File: config.mk
export PLATFORM = sky130hd
export DESIGN_NAME = crc16_serial
export DESIGN_NICKNAME = d
export VERILOG_FILES = /design/src/rtl/crc16_serial.sv
export SDC_FILE = /design/constraint.sdc
export NUM_CORES = 1
export LEC_CHECK = 0
export BUFFER_PORTS_ARGS = -buffer_cell sky130_fd_sc_hd__buf_4
export CORE_ASPECT_RATIO = 1.25
export CORE_MARGIN = 5
export CORE_UTILIZATION = 23
export CTS_CLUSTER_DIAMETER = 100
export DETAILED_ROUTE_END_ITERATION = 10
export PLACE_DENSITY = 0.45
export SLEW_MARGIN = 20
export SYNTH_ARGS = -nofsm -noshare
export SYNTH_HDL_FRONTEND = slang
export SYNTH_SLANG_ARGS = --single-unit
export TNS_END_PERCENT = 50
File: constraint.sdc
create_clock -name clk -period 2 [get_ports clk]
set_input_delay 0.1 -clock clk [delete_from_list [all_inputs] [get_ports clk]]
set_output_delay 0.1 -clock clk [all_outputs]
set_load 0.005 [all_outputs]
File: src/rtl/crc16_serial.sv
module crc16_serial #(
  parameter logic [15:0] POLY = 16'hA001,
  parameter logic [15:0] INIT = 16'hFFFF
) (
  input  logic        clk,
  input  logic        rst_n,
  input  logic        mode,
  input  logic        sof,
  input  logic        in_valid,
  input  logic [7:0]  in_data,
  input  logic        in_eom,
  output logic        in_ready,
  output logic [15:0] crc_out,
  output logic        done,
  output logic        out_valid,
  output logic [7:0]  out_data,
  output logic        crc_error
);

  logic [15:0] crc;
  logic [3:0]  cnt;
  logic        last, mode_q, hi_pend;
  logic        accept;
  logic [15:0] nxt;

  assign in_ready = (cnt == 4'd0) && !hi_pend;
  assign accept   = in_valid && in_ready;
  assign nxt      = {1'b0, crc[15:1]} ^ (crc[0] ? POLY : 16'h0000);
  assign crc_out  = crc;

  always_ff @(posedge clk or negedge rst_n) begin
    if (!rst_n) begin
      crc       <= INIT;
      cnt       <= 4'd0;
      last      <= 1'b0;
      mode_q    <= 1'b0;
      hi_pend   <= 1'b0;
      done      <= 1'b0;
      out_valid <= 1'b0;
      out_data  <= 8'h00;
      crc_error <= 1'b0;
    end else begin
      done      <= 1'b0;
      out_valid <= 1'b0;
      if (hi_pend) begin
        out_valid <= 1'b1;
        out_data  <= crc[15:8];
        hi_pend   <= 1'b0;
      end
      if (sof) begin
        crc       <= INIT;
        cnt       <= 4'd0;
        last      <= 1'b0;
        crc_error <= 1'b0;
      end
      if (accept) begin
        crc    <= (sof ? INIT : crc) ^ {8'h00, in_data};
        cnt    <= 4'd8;
        last   <= in_eom;
        mode_q <= mode;
      end else if (!sof && cnt != 4'd0) begin
        crc <= nxt;
        cnt <= cnt - 4'd1;
        if (cnt == 4'd1 && last) begin
          done <= 1'b1;
          last <= 1'b0;
          if (mode_q) crc_error <= (nxt != 16'h0000);
          else begin
            out_valid <= 1'b1;
            out_data  <= nxt[7:0];
            hi_pend   <= 1'b1;
          end
        end
      end
    end
  end

  assert_sof_loads_R1: assert property (@(posedge clk) disable iff (!rst_n)
    (sof && !accept) |=> (crc_out == INIT && !crc_error));

  assert_stall_after_accept_R2: assert property (@(posedge clk) disable iff (!rst_n)
    accept |=> !in_ready);

  assert_low_byte_first_R6: assert property (@(posedge clk) disable iff (!rst_n)
    (done && out_valid) |-> (out_data == crc_out[7:0]));

  assert_high_byte_next_R6: assert property (@(posedge clk) disable iff (!rst_n)
    (done && out_valid) |=> (out_valid && out_data == $past(crc_out[15:8]) && !done));

  assert_error_on_done_R7: assert property (@(posedge clk) disable iff (!rst_n)
    $rose(crc_error) |-> done);

  assert_no_output_check_R7: assert property (@(posedge clk) disable iff (!rst_n)
    (done && crc_error) |-> !out_valid);

  assert_done_pulse_R5: assert property (@(posedge clk) disable iff (!rst_n)
    done |=> !done);

endmodule

==> flow_metrics.tcl <==
set metrics [dict create \
    clock-sinks 34 \
    grt_pass1_wl_um 8542 \
    instances_no_fill 318 \
    status "finished, final reports clean" \
    io_pins 42 \
    die_x_um 90.93 \
    drt_iter0_drc 42 \
    wl_um 5065 \
    hold_violations 0 \
    drc 0 \
    rr_worst_depth 5 \
    place_ws_ps 55.34 \
    grt_pass1_vias 1581 \
    setup-tns-final_ps 0 \
    min_path_type "input pin to register" \
    synth_most_common_cell "dfrtp_1" \
    vias 1494 \
    n_antenna_cell 0 \
    synth_fp_nets 192 \
    muxShareOfSynthArea_pct 11.89 \
    timing.rr.end "out_data[7]" \
    holdPathStages 3 \
    nNetsFinal 237 \
    final_max_slew_viol_count 0 \
    antenna_found_initial 0 \
    yosysSeqAreaShare_pct 46.25 \
    min_period_ps 1908 \
    areaGrowthSynthToFinish_pct 31.36 \
    max_cap_viol_count 0 \
    synth_top_family_by_area "simple AND/OR/NAND/NOR gates" \
    initial_core_util_pct 23.24 \
    yosys-top-cells-area "dfrtp_1 24%, dfstp_2 22%, mux2_4 5.6%, mux2_2 4.2%, nand3b_1 3.6%" \
    track_usage_pct 10.32 \
    slew_headroom_pct 69.96 \
    clk_latency_ps 290 \
    h-tree-depth 2 \
    worstSetupPathType "register to register" \
    holdPathEnd "mode_q" \
    synth.distinct_cells 41 \
    cts_root_buf "clkbuf_8" \
    firstDrtPassIters 6 \
    power_density_mw_per_mm2 1588 \
    synth.avg_cell_area_um2 10.76 \
    gr-total-overflow 0 \
    fp.coreArea_mm2 0.008102 \
    synth_compound_area_share_pct 10.50 \
    synth_top_area_cell "dfrtp_1" \
    dieArea_mm2 0.01011 \
    syn_inst 175 \
    crit_arrival_ps 2080 \
    gp_congestion 0.7534 \
    synth_edf_count 0 \
    cp_max_fo 10 \
    vias_per_cell 4.698 \
    p_leak_nw 1.066 \
    rrSetupSlack_ps 90 \
    max_clock_freq_mhz 524.1 \
    synth_common_cells "18 x dfrtp_1, 16 x dfstp_2, 15 x nand2_1" \
    io_buffer_count 41 \
    syn_area_mm2 0.001883 \
    final.setup.worst_slack_ps 92.08 \
    wl_per_cell_um 15.93 \
    worstMarginPinSlew_ps 450.6 \
    synth_top_flop_cell "dfrtp_1" \
    synth_simple_gate_area_share_pct 23.46 \
    worstReg2RegStart "cnt[0]" \
    post-route-period-util_pct 95.40 \
    async_flop_share_pct 100.0 \
    cts_buffer_depth 2 \
    clkTransAtPathRegs_ps 70 \
    critPathRequiredTime_ps 2170 \
    synth-seq-cells 34 \
    grt_max_degree 35 \
    synth_fa_ha_area_share_pct 1.993 \
    end_kind "register" \
    cts_buffers 5 \
    num_rows 37 \
    ant_nets 0 \
    synth_xor_area_share_pct 0.9302 \
    drive_gt1_share_pct 42.08 \
    start_kind "register" \
    synth_top_cell_area_share_pct 23.92 \
    worstHoldStart "mode" \
    ir_drop_uv 524.2 \
    clock_skew_ps 10.07 \
    synth_warnings 0 \
    place_hpwl_um 3609 \
    setup_viol 0 \
    finalPower_mw 3.927 \
    fillers 843 \
    cts_tree "built" \
    dieHeight_um 111.2 \
    placed_cells 307 \
]
[how the worst max path moves through the flow]
stage,endpoint,cells after the start,slack [ps],from
2_1_floorplan,out_data[1],6,110,cnt[0]
3_3_place_gp,out_data[5],5,90,cnt[0]
3_5_place_dp,out_data[4],5,60,cnt[0]
4_1_cts,out_data[7],5,10,cnt[0]
5_1_grt,crc_out[7],6,-20,cnt[0]
6_report,out_data[7],5,90,cnt[0]
[cells by family after synthesis]
group           after synthesis
compound gates               26
xor+xnor                      2
fa+ha+maj                     3
buf+inv                      19
flops                        34
mux                          18
simple gates                 73
[critical path: stages, from the launching register on]
cell       delay, ps
dfrtp_1          400
inv_1            110
ha_4             190
nand4bb_4        210
or4_4            550
mux2_4           330
[registers in the layout, summed over array words and instances (netlist names)]
signal,count
out_data,8
crc_out,16
cnt,4
hi_pend,1
mode_q,1
crc_error,1
out_valid,1
done,1
last,1
[final cells by class]
class                      instances  area (um2)  share of cell area (%)
timing repair buffer              50       377.9                   15.28
multi-input combinational        123       943.4                   38.14
clock buffer                       5       68.82                   2.782
sequential                        34       870.8                   35.20
tap                               97       121.4                   4.906
clock inverter                     3       68.82                   2.782
inverter                           6       22.52                  0.9105
[layer usage]
layer | routed length (um) | track usage (%) | up-vias
li1 | - | - | 737
met1 | 2380 | 14.08 | 723
met2 | 2397 | 15.83 | 30
met3 | 220 | 2.580 | 4
met4 | 66 | 3.523 | 0
met5 | 0 | 0 | -
[cell usage in the layout, fill, tap and decap left out, types with 2 or more instances in the layout]
cell       synthesis  layout
buf_4              1      49
dfrtp_1           18      18
dfstp_2           16      16
nand2_1           15      15
nor2_1            12      12
nand3b_1           9       9
mux2_2             7       7
mux2_4             7       7
nor3_1             7       7
a211oi_1           7       7
inv_1              6       6
nand3_1            6       6
clkbuf_8           0       5
mux2i_1            4       4
nor4b_1            4       4
a2111oi_0          7       4
a2111oi_1          0       3
nand2b_1           3       3
o21ai_0            3       3
nor4_1             3       3
a21oi_1            3       3
nor2b_1            2       2
o2111a_1           2       2
and3_1             2       2
or2b_1             2       2
ha_1               3       2
bufinv_16          0       2
[timing repair]
action	4_1_cts	5_1_grt
pin swaps	0	0
setup buffers	1	0
hold buffers	1	0
gates resized for setup	0	5
cloned	1	0
endpoints found under the setup margin	1	14
endpoints found under the hold margin	18	0
[through the flow]
| step | hold WS (ps) | instance area (um2) | utilization (%) |
|---|---|---|---|
| 2_1_floorplan | -195.6 | 1883 | - |
| 3_3_place_gp | 94.57 | 2293 | 28.31 |
| 3_5_place_dp | 85.77 | 2293 | 28.31 |
| 4_1_cts | 39.25 | 2457 | 30.33 |
| 5_1_grt | 53.57 | 2474 | 30.53 |
| 6_report | 42.20 | 2474 | 30.53 |
[where the power goes]
part           internal [mW]  switching, mW
clock                  0.500          0.277
sequential              1.09          0.386
combinational          0.924          0.751
Note: power is estimated with default switching activity, not from simulation.
